`config.mk`:
```
export PLATFORM = sky130hd
export DESIGN_NAME = sram_ctrl
export DESIGN_NICKNAME = d
export VERILOG_FILES = /design/src/rtl/sram_ctrl_pkg.sv /design/src/rtl/sram_cycle_timer.sv /design/src/rtl/sram_lane_capture.sv /design/src/rtl/sram_ctrl_seq.sv /design/src/rtl/sram_ctrl.sv
export SDC_FILE = /design/constraint.sdc
export NUM_CORES = 1
export LEC_CHECK = 0
export BUFFER_PORTS_ARGS = -buffer_cell sky130_fd_sc_hd__buf_2
export CORE_ASPECT_RATIO = 0.9
export CORE_MARGIN = 5
export CORE_UTILIZATION = 45
export DETAILED_ROUTE_END_ITERATION = 8
export PLACE_DENSITY = 0.75
export SETUP_SLACK_MARGIN = 0.3
export SYNTH_ARGS = -nofsm -noshare
export SYNTH_HDL_FRONTEND = slang
export SYNTH_SLANG_ARGS = --single-unit
```
`constraint.sdc`:
```
create_clock -name clk_i -period 2.1 [get_ports clk_i]
set_clock_uncertainty 0.15 [all_clocks]
set_input_delay 0.105 -clock clk_i [delete_from_list [all_inputs] [get_ports clk_i]]
set_output_delay 0.105 -clock clk_i [all_outputs]
set_load 0.05 [all_outputs]
```
`src/rtl/sram_ctrl_pkg.sv`:
```
package sram_ctrl_pkg;

  typedef enum logic [1:0] {
    ST_IDLE,
    ST_READ,
    ST_WRITE,
    ST_GAP
  } seq_state_e;

  // ceil(ns / period), zero stays zero
  function automatic int unsigned ns_to_cyc(input int unsigned ns, input int unsigned clk_ps);
    if (ns == 0) return 0;
    return (ns * 1000 + clk_ps - 1) / clk_ps;
  endfunction

  function automatic int unsigned max_u(input int unsigned a, input int unsigned b);
    return (a > b) ? a : b;
  endfunction

endpackage

```
`src/rtl/sram_cycle_timer.sv`:
```
module sram_cycle_timer #(
  parameter int unsigned CNT_W = 4
) (
  input  logic             clk_i,
  input  logic             rst_ni,
  input  logic             load_i,
  input  logic [CNT_W-1:0] load_val_i,
  output logic             done_o
);

  logic [CNT_W-1:0] cnt_q;

  always_ff @(posedge clk_i or negedge rst_ni) begin
    if (!rst_ni)            cnt_q <= '0;
    else if (load_i)        cnt_q <= load_val_i;
    else if (cnt_q != '0)   cnt_q <= cnt_q - 1'b1;
  end

  assign done_o = (cnt_q == '0);

endmodule

```
`src/rtl/sram_lane_capture.sv`:
```
module sram_lane_capture #(
  parameter int unsigned LANES  = 2,
  parameter int unsigned LANE_W = 8
) (
  input  logic                    clk_i,
  input  logic                    rst_ni,
  input  logic                    cap_i,
  input  logic [LANES-1:0]        cap_be_i,
  input  logic [LANES*LANE_W-1:0] dq_i,
  output logic [LANES*LANE_W-1:0] rdata_o
);

  for (genvar l = 0; l < LANES; l++) begin : g_lane
    logic [LANE_W-1:0] lane_q;
    always_ff @(posedge clk_i or negedge rst_ni) begin
      if (!rst_ni)    lane_q <= '0;
      else if (cap_i) lane_q <= cap_be_i[l] ? dq_i[l*LANE_W +: LANE_W] : '0;
    end
    assign rdata_o[l*LANE_W +: LANE_W] = lane_q;
  end

endmodule

```
`src/rtl/sram_ctrl_seq.sv`:
```
module sram_ctrl_seq
  import sram_ctrl_pkg::*;
#(
  parameter int unsigned ADDR_W = 20,
  parameter int unsigned LANES  = 2,
  parameter int unsigned LANE_W = 8,
  parameter int unsigned CNT_W  = 4,
  parameter int unsigned RD_M1  = 8,
  parameter int unsigned WR_M1  = 6,
  parameter int unsigned HZ_M1  = 3,
  parameter int unsigned GAP_M1 = 1,
  parameter bit          GAP_EN = 1'b1
) (
  input  logic                    clk_i,
  input  logic                    rst_ni,
  input  logic                    req_valid_i,
  input  logic                    req_we_i,
  input  logic [ADDR_W-1:0]       req_addr_i,
  input  logic [LANES*LANE_W-1:0] req_wdata_i,
  input  logic [LANES-1:0]        req_be_i,
  output logic                    req_ready_o,
  output logic                    tmr_load_o,
  output logic [CNT_W-1:0]        tmr_val_o,
  input  logic                    tmr_done_i,
  output logic                    cap_o,
  output logic [LANES-1:0]        cap_be_o,
  output logic                    rsp_valid_o,
  output logic [ADDR_W-1:0]       addr_o,
  output logic                    sel_n_o,
  output logic                    sel_o,
  output logic                    outen_n_o,
  output logic                    wren_n_o,
  output logic [LANES-1:0]        lane_n_o,
  output logic [LANES*LANE_W-1:0] dq_o,
  output logic                    dq_oe_o
);

  localparam logic [CNT_W-1:0] RD_L  = CNT_W'(RD_M1);
  localparam logic [CNT_W-1:0] WR_L  = CNT_W'(WR_M1);
  localparam logic [CNT_W-1:0] HZ_L  = CNT_W'(HZ_M1);
  localparam logic [CNT_W-1:0] GAP_L = CNT_W'(GAP_M1);

  seq_state_e state_q;
  logic [LANES-1:0] be_q;
  logic accept, null_req, end_rd, end_wr;

  assign req_ready_o = (state_q == ST_IDLE);
  assign accept      = req_ready_o && req_valid_i;
  assign null_req    = (req_be_i == '0);
  assign end_rd      = (state_q == ST_READ)  && tmr_done_i;
  assign end_wr      = (state_q == ST_WRITE) && tmr_done_i;

  always_comb begin
    tmr_load_o = (accept && !null_req) || end_rd || end_wr;
    unique case (state_q)
      ST_IDLE: tmr_val_o = req_we_i ? WR_L : RD_L;
      ST_READ: tmr_val_o = HZ_L;
      default: tmr_val_o = GAP_L;
    endcase
  end

  // zero-mask reads capture with an empty mask, giving zero
  assign cap_o    = end_rd || (accept && null_req && !req_we_i);
  assign cap_be_o = req_ready_o ? req_be_i : be_q;

  always_ff @(posedge clk_i or negedge rst_ni) begin
    if (!rst_ni) begin
      state_q     <= ST_IDLE;
      be_q        <= '0;
      addr_o      <= '0;
      dq_o        <= '0;
      sel_n_o     <= 1'b1;
      sel_o       <= 1'b0;
      outen_n_o   <= 1'b1;
      wren_n_o    <= 1'b1;
      lane_n_o    <= '1;
      dq_oe_o     <= 1'b0;
      rsp_valid_o <= 1'b0;
    end else begin
      rsp_valid_o <= cap_o;
      unique case (state_q)
        ST_IDLE: begin
          if (accept && !null_req) begin
            addr_o   <= req_addr_i;
            be_q     <= req_be_i;
            lane_n_o <= ~req_be_i;
            sel_n_o  <= 1'b0;
            sel_o    <= 1'b1;
            if (req_we_i) begin
              dq_o     <= req_wdata_i;
              wren_n_o <= 1'b0;
              dq_oe_o  <= 1'b1;
              state_q  <= ST_WRITE;
            end else begin
              outen_n_o <= 1'b0;
              state_q   <= ST_READ;
            end
          end
        end
        ST_READ: begin
          if (tmr_done_i) begin
            sel_n_o   <= 1'b1;
            sel_o     <= 1'b0;
            outen_n_o <= 1'b1;
            lane_n_o  <= '1;
            state_q   <= ST_GAP;
          end
        end
        ST_WRITE: begin
          if (tmr_done_i) begin
            wren_n_o <= 1'b1;
            dq_oe_o  <= 1'b0;
            sel_n_o  <= 1'b1;
            sel_o    <= 1'b0;
            lane_n_o <= '1;
            state_q  <= GAP_EN ? ST_GAP : ST_IDLE;
          end
        end
        default: begin
          if (tmr_done_i) state_q <= ST_IDLE;
        end
      endcase
    end
  end

endmodule

```
`src/rtl/sram_ctrl.sv`:
```
module sram_ctrl
  import sram_ctrl_pkg::*;
#(
  parameter int unsigned ADDR_W   = 20,
  parameter int unsigned LANES    = 2,
  parameter int unsigned LANE_W   = 8,
  parameter int unsigned CLK_PS   = 5000,
  parameter int unsigned T_RC_NS  = 45,
  parameter int unsigned T_AA_NS  = 45,
  parameter int unsigned T_DOE_NS = 22,
  parameter int unsigned T_WC_NS  = 45,
  parameter int unsigned T_PWE_NS = 35,
  parameter int unsigned T_AW_NS  = 35,
  parameter int unsigned T_BW_NS  = 35,
  parameter int unsigned T_SD_NS  = 25,
  parameter int unsigned T_HZ_NS  = 18
) (
  input  logic                    clk_i,
  input  logic                    rst_ni,
  input  logic                    req_valid_i,
  output logic                    req_ready_o,
  input  logic                    req_we_i,
  input  logic [ADDR_W-1:0]       req_addr_i,
  input  logic [LANES*LANE_W-1:0] req_wdata_i,
  input  logic [LANES-1:0]        req_be_i,
  output logic                    rsp_valid_o,
  output logic [LANES*LANE_W-1:0] rsp_rdata_o,
  output logic [ADDR_W-1:0]       sram_addr_o,
  output logic                    sram_sel_n_o,
  output logic                    sram_sel_o,
  output logic                    sram_outen_n_o,
  output logic                    sram_wren_n_o,
  output logic [LANES-1:0]        sram_lane_n_o,
  output logic [LANES*LANE_W-1:0] sram_dq_o,
  output logic                    sram_dq_oe_o,
  input  logic [LANES*LANE_W-1:0] sram_dq_i
);

  localparam int unsigned RD_CYC = max_u(max_u(ns_to_cyc(T_RC_NS, CLK_PS), ns_to_cyc(T_AA_NS, CLK_PS)),
                                         max_u(ns_to_cyc(T_DOE_NS, CLK_PS), 1));
  localparam int unsigned WR_CYC = max_u(max_u(ns_to_cyc(T_PWE_NS, CLK_PS), ns_to_cyc(T_AW_NS, CLK_PS)),
                                         max_u(max_u(ns_to_cyc(T_BW_NS, CLK_PS), ns_to_cyc(T_SD_NS, CLK_PS)), 1));
  localparam int unsigned WC_CYC = ns_to_cyc(T_WC_NS, CLK_PS);
  localparam int unsigned HZ_CYC = max_u(ns_to_cyc(T_HZ_NS, CLK_PS), 1);
  localparam int unsigned GAP_WR = (WC_CYC > WR_CYC) ? WC_CYC - WR_CYC : 0;
  localparam int unsigned MAX_CYC = max_u(max_u(RD_CYC, WR_CYC), max_u(HZ_CYC, GAP_WR));
  localparam int unsigned CNT_W  = $clog2(MAX_CYC + 1);

  logic                 tmr_load, tmr_done, cap;
  logic [CNT_W-1:0]     tmr_val;
  logic [LANES-1:0]     cap_be;

  sram_cycle_timer #(.CNT_W(CNT_W)) u_timer (
    .clk_i      (clk_i),
    .rst_ni     (rst_ni),
    .load_i     (tmr_load),
    .load_val_i (tmr_val),
    .done_o     (tmr_done)
  );

  sram_ctrl_seq #(
    .ADDR_W (ADDR_W),
    .LANES  (LANES),
    .LANE_W (LANE_W),
    .CNT_W  (CNT_W),
    .RD_M1  (RD_CYC - 1),
    .WR_M1  (WR_CYC - 1),
    .HZ_M1  (HZ_CYC - 1),
    .GAP_M1 ((GAP_WR > 0) ? GAP_WR - 1 : 0),
    .GAP_EN (GAP_WR > 0)
  ) u_seq (
    .clk_i       (clk_i),
    .rst_ni      (rst_ni),
    .req_valid_i (req_valid_i),
    .req_we_i    (req_we_i),
    .req_addr_i  (req_addr_i),
    .req_wdata_i (req_wdata_i),
    .req_be_i    (req_be_i),
    .req_ready_o (req_ready_o),
    .tmr_load_o  (tmr_load),
    .tmr_val_o   (tmr_val),
    .tmr_done_i  (tmr_done),
    .cap_o       (cap),
    .cap_be_o    (cap_be),
    .rsp_valid_o (rsp_valid_o),
    .addr_o      (sram_addr_o),
    .sel_n_o     (sram_sel_n_o),
    .sel_o       (sram_sel_o),
    .outen_n_o   (sram_outen_n_o),
    .wren_n_o    (sram_wren_n_o),
    .lane_n_o    (sram_lane_n_o),
    .dq_o        (sram_dq_o),
    .dq_oe_o     (sram_dq_oe_o)
  );

  sram_lane_capture #(.LANES(LANES), .LANE_W(LANE_W)) u_capture (
    .clk_i    (clk_i),
    .rst_ni   (rst_ni),
    .cap_i    (cap),
    .cap_be_i (cap_be),
    .dq_i     (sram_dq_i),
    .rdata_o  (rsp_rdata_o)
  );

endmodule

```
* After elaboration in Yosys (flattened, before gate mapping)
Index checks and enable logic that the tools add are counted.
Cells by class: add/subtract/negate cells 1, eq/ne operators 8, multiplexer cells 29, bitwise logic cells 1, reductions and logical operators 27
Operators by type and width (number):
- $mux W8 | 2
- $mux W2 | 6
- $mux W4 | 3
- $mux W1 | 10
- $pmux W1 S2 | 5
- $reduce_bool A2 Y1 | 5
- $reduce_and A3 Y1 | 3
- $pmux W2 S2 | 2
- $pmux W4 S2 | 1
- $reduce_and A4 Y1 | 2
- $logic_and A1 B1 Y1 | 6
- $ne A2 B1 Y1 const B | 3
- $ne A2 B2 Y1 const B | 3
- $logic_not A2 Y1 | 2
- $logic_not A4 Y1 | 1
- $reduce_bool A4 Y1 | 1
- $sub A4 B1 Y4 const B | 1
- $logic_or A1 B1 Y1 | 3
- $eq A2 B1 Y1 const B | 1
- $eq A2 B2 Y1 const B | 1
- $logic_not A1 Y1 | 2
- $not A2 Y2 | 1
- $reduce_and A2 Y1 | 1
- $reduce_or A2 Y1 | 1
Word-level totals: bits in registers 68, input port bits 58, output and inout port bits 61

* Logic depth before layout (Yosys ltp)
depth in word-level cells 6, mapped depth 8, gate-level depth less buffers 7

* Cells and area by module
A second synthesis with hierarchy kept.
Second synthesis, totals: cell total of the unflattened synthesis 237, area, all modules 3000.4 µm²
By module, submodules not included:
- sram_ctrl_seq | times used 1, cells an instance 146, area each 2118.3 µm²
- sram_lane_capture | times used 1, cells an instance 69, area each 648.1 µm²
- sram_cycle_timer | times used 1, cells an instance 22, area each 234.0 µm²

* Worst setup path before layout
No wires, ideal clock.
path kind reg2reg, start reg u_seq.state_q[0], end reg u_seq.dq_o[10], setup time 128 ps, arrival time 1968 ps, setup slack -145 ps, stages on the path, launching flop included 7, path buffers 2, period minus slack after synthesis 2245 ps, cell sequence dfrtp_1 -> inv_1 -> ha_1 -> buf_4 -> o2111ai_4 -> buf_4 -> mux2_1
On the way: word-level cells in the longest chain between the ends 4
RTL lines:
- from (decl) | line sram_ctrl_seq.sv:43 | seq_state_e state_q;
- from (signal assigned) | line sram_ctrl_seq.sv:116 | state_q <= GAP_EN ? ST_GAP : ST_IDLE;
- $logic_not A2 Y1 (*) | line sram_ctrl_seq.sv:47 | assign req_ready_o = (state_q == ST_IDLE);
- net req_ready_o | line sram_ctrl.sv:21 | output logic req_ready_o,
- $logic_and A1 B1 Y1 | line sram_ctrl_seq.sv:48 | assign accept = req_ready_o && req_valid_i;
- $logic_and A1 B1 Y1 | line sram_ctrl_seq.sv:83 | if (accept && !null_req) begin
- $reduce_and A3 Y1 (no line) (*)
- to (signal assigned) | line sram_ctrl_seq.sv:90 | dq_o <= req_wdata_i;
- to (decl) | line sram_ctrl_seq.sv:34 | output logic [LANES*LANE_W-1:0] dq_o,
Mark *: on every way through the listed nets, which the timed path passes. The rest lies on a longest branch. A chain may end at the register's enable or synchronous reset.

* Worst setup path in the final report
start reg u_timer.cnt_q[1], end reg u_seq.state_q[0]
On the way: word-level cells in the longest chain between the ends 3, elaborated cells on any way between the ends 4, classes of those cells 1 x eq/ne; 3 x reduce/logical
RTL lines:
- from (decl) | line sram_cycle_timer.sv:11 | logic [CNT_W-1:0] cnt_q;
- from (signal assigned) | line sram_cycle_timer.sv:15 | else if (load_i) cnt_q <= load_val_i;
- from (signal assigned) | line sram_cycle_timer.sv:16 | else if (cnt_q != '0) cnt_q <= cnt_q - 1'b1;
- $logic_not A4 Y1 (*) | line sram_cycle_timer.sv:19 | assign done_o = (cnt_q == '0);
- $ne A2 B1 Y1 (no line) / $reduce_bool A2 Y1 (equally long branches)
- $reduce_and A3 Y1 (no line) (*)
Every way passes the cells marked *; elsewhere a longest branch is shown, timed or not.

==> flow_summary.ini <==
[routing]
met2RoutedLength_mm = 4.22
detail_route.wirelength_mm = 8.72
first_pass_iters = 4
detailroute.wirelength.met3_um = 768
postRouteAntennaNets = 0
via_per_inst = 4.90
detail_route.wirelength.met1_mm = 3.56
wl_per_cell_um = 15.4
drt_drc_violations_left = 0
routed-via-count = 2778
drt_iter0_markers = 99
routed.top_layer = met4

[finish]
diodes = 0
layout.cells.non_filler = 567
drive_gt1_share_pct = 38.4
design.final.nets = 536
most_frequent_cells_in_the_layout = sky130_fd_sc_hd__buf_2 (118), sky130_fd_sc_hd__nand2_1 (99), sky130_fd_sc_hd__dfrtp_1 (62)
final_common_cell = sky130_fd_sc_hd__buf_2
area_delta_synth_final_pct = 53.2
final_cell_area_sq_um = 4590

[worst_setup_path]
worstPathRequired_ns = 2.17
rr_startpoint = u_timer.cnt_q[1]
critical_path_class = flip-flop to flip-flop
timing.reg2reg.setup_slack_ns = 0.34
crit_slowest_cell = sky130_fd_sc_hd__or3b_4
critPathLaunch = u_timer.cnt_q[1]
max_stage_delay_ns = 0.42
ff2ff_path_depth = 6
critical_path.top_delay_family = simple AND/OR/NAND/NOR gates
largest_fanout_on_the_critical_path = 7
endpoint_kind = flip-flop
endpoint_of_the_worst_slack_reg_to_reg_timing_path = u_seq.state_q[0]
timing.critical_path.from_type = flip-flop
path_cells = inv_2, ha_4, or3b_4, o21ai_2, nand2_2, mux2_4
critPathBufInv = 1
arr_time_crit_path_ns = 1.83

[timing]
timing.fmax_ghz = 0.567
finalCritPeriodShare_pct = 84.0
finalSetupViolations = 0
worst_slack_ns = 0.337
tightest_slew_ns = 0.356
setup_tns_ns = 0
timing_max_transition_violations_final = 0
grt_setup_unrepaired = no
worst_slew_margin_rel_pct = 76.3
timing.final.hold_violations = 0
finalWorstPathRequiredPeriod_ns = 1.76

[floorplan]
fp.dieArea_sq_um = 8400
core_region_area_sq_um = 6520
die_y_um = 87.4
placement_rows = 28
die_width_um = 96.0
initial_core_util_pct = 46.0
top_level_ports = 119

[run]
drv_cap = 0

[pwr]
powerDensity_nw_per_um2 = 1760
ir_drop_uv = 784
total_leakage_power_nw = 2.38

[logic_synthesis]
synth_edf_count = 0
synth-async-reset-ratio_pct = 100
yosysSeqAreaShare_pct = 57.0
synth_ff_type = sky130_fd_sc_hd__dfrtp_1
ys_seq_elements = 68
share_of_the_synthesized_area_in_the_top_cell_type_pct = 52.6
synthDominantAreaCellType = sky130_fd_sc_hd__dfrtp_1
synth_cell_types = 40
count_of_warnings_emitted_by_yosys = 0
ys_top_cells_by_area = sky130_fd_sc_hd__dfrtp_1 (53%), sky130_fd_sc_hd__nand2_1 (12%), sky130_fd_sc_hd__dfstp_2 (4.4%)
synthesis.area_sq_um = 3000
synthesized_instance_count = 292
synthesis.nets = 356
synth.avg_cell_area_sq_um = 10.3

[place]
numPortBuffers = 118
dp.final_hpwl_mm = 5.22
gp_routability_congestion = 0.830
placedInstanceArea_sq_um = 3670
place_inst = 489
pre_cts_slack_ns = 0.205

[clock_network]
ctsHtreeMaxLevel = 3
clkSinkCount = 68
cts_buffers = 9
cts.clk_slew.worst_paths_ns = 0.07
cts_tree = done
clk_path_buf_depth = 2
clk-insertion-delay-late_ns = 0.33
ctsRootBufferMaster = sky130_fd_sc_hd__clkbuf_8

[worst_hold_path]
min-delay-path-class = primary input to flip-flop
whs_endpoint = u_seq.be_q[1]
worstHoldPathCells = 3
worst_hold_path_startpoint = req_be_i[1]

[global_route]
grt_pass1_vias = 2750
overflow_left_after_global_routing = 0
grt_antenna_before_repair = 0
grt_pass1_wl_mm = 13.4
grt_usage_pct = 20.7
grt_start_max_net_pins = 69

[run_status]
status = finished clean
worst max-delay path by stage:
stage	cells after the start	end
finish	6	u_seq.state_q[0]
global route	6	u_timer.cnt_q[1]
CTS	6	u_seq.addr_o[12]
detailed placement	6	u_seq.state_q[0]
global placement	6	u_seq.state_q[1]
floorplan	6	u_seq.dq_o[10]
final cells by class:
class,count,area (sq um)
Fill cell,468,1920
Sequential cell,68,1710
Timing Repair Buffer,186,1270
Multi-Input combinational cell,198,1220
Clock buffer,10,138
Tap cell,90,113
Clock inverter,6,111
Inverter,9,38.8
worst reg2reg max path, delay by kind of cell (launching register included):
family                   cells  cell delay, ns
adder cells (fa/ha/maj)      1            0.14
AO/OA/AOI/OAI                1            0.09
buffers and inverters        1            0.08
AND/OR/NAND/NOR              2            0.51
multiplexers                 1            0.30
flip-flops                   1            0.39
Yosys cell counts, types with 2 or more instances:
master and instances:
sky130_fd_sc_hd__o22ai_1 2, sky130_fd_sc_hd__a21oi_1 9, sky130_fd_sc_hd__mux2_2 8, sky130_fd_sc_hd__clkbuf_1 3, sky130_fd_sc_hd__buf_4 4, sky130_fd_sc_hd__ha_1 6, sky130_fd_sc_hd__mux2_4 2, sky130_fd_sc_hd__o21ai_1 6
sky130_fd_sc_hd__buf_6 2, sky130_fd_sc_hd__mux2_1 10, sky130_fd_sc_hd__a21boi_0 2, sky130_fd_sc_hd__o22a_1 2, sky130_fd_sc_hd__a31oi_1 5, sky130_fd_sc_hd__nor2_1 8, sky130_fd_sc_hd__dfrtp_1 63, sky130_fd_sc_hd__buf_2 8
sky130_fd_sc_hd__nand3_1 20, sky130_fd_sc_hd__nand2_1 99, sky130_fd_sc_hd__dfstp_2 5, sky130_fd_sc_hd__inv_1 8
kinds of logic after synthesis:
logic type,after synthesis,share of synthesized area [%]
adders and majority gates,6,2.50
xor gates and xnor gates,1,0.292
and+or+nand+nor,135,18.8
AOI/OAI and AO/OA,36,9.06
DFF,68,57.0
muxes,20,7.76
buffers and inverters,26,4.59
power by group:
part	internal, mW	switching (mW)	total, mW
sequential	1.93	0.359	2.29
clock	0.821	0.497	1.32
combinational	1.32	3.15	4.47
registers in the layout, indices dropped and copies added (netlist names):
name and flops:
u_capture.g_lane.lane_q 16, u_seq.addr_o 20, u_seq.be_q 2, u_seq.dq_o 16, u_seq.dq_oe_o 1, u_seq.lane_n_o 2
u_seq.outen_n_o 1, u_seq.rsp_valid_o 1, u_seq.sel_n_o 1, u_seq.sel_o 1, u_seq.state_q 2, u_seq.wren_n_o 1
u_timer.cnt_q 4
per-stage QoR:
step	total power, mW	hold WS (ns)	util, %
2_1_floorplan	5.45	-0.341	-
3_3_place_gp	6.32	-0.00151	56.3
3_5_place_dp	6.42	0.00678	56.3
4_1_cts	7.88	0.000993	69.3
5_1_grt	8.55	0.00730	70.5
6_report	8.08	0.00741	70.5
metal layers:
layer	vias to the layer above	track usage, %
li1	1333	-
met5	-	0
met3	18	5.70
met1	1316	25.5
met4	0	8.53
met2	111	34.0
what timing repair did:
item	4_1_cts	5_1_grt
hold buffers	55	0
pin swaps	0	2
resized for setup	3	15
endpoints found under the hold margin	123	0
endpoints found under the setup margin	19	50
buffers inserted	2	5
Note: power is estimated with default switching activity, not from simulation.
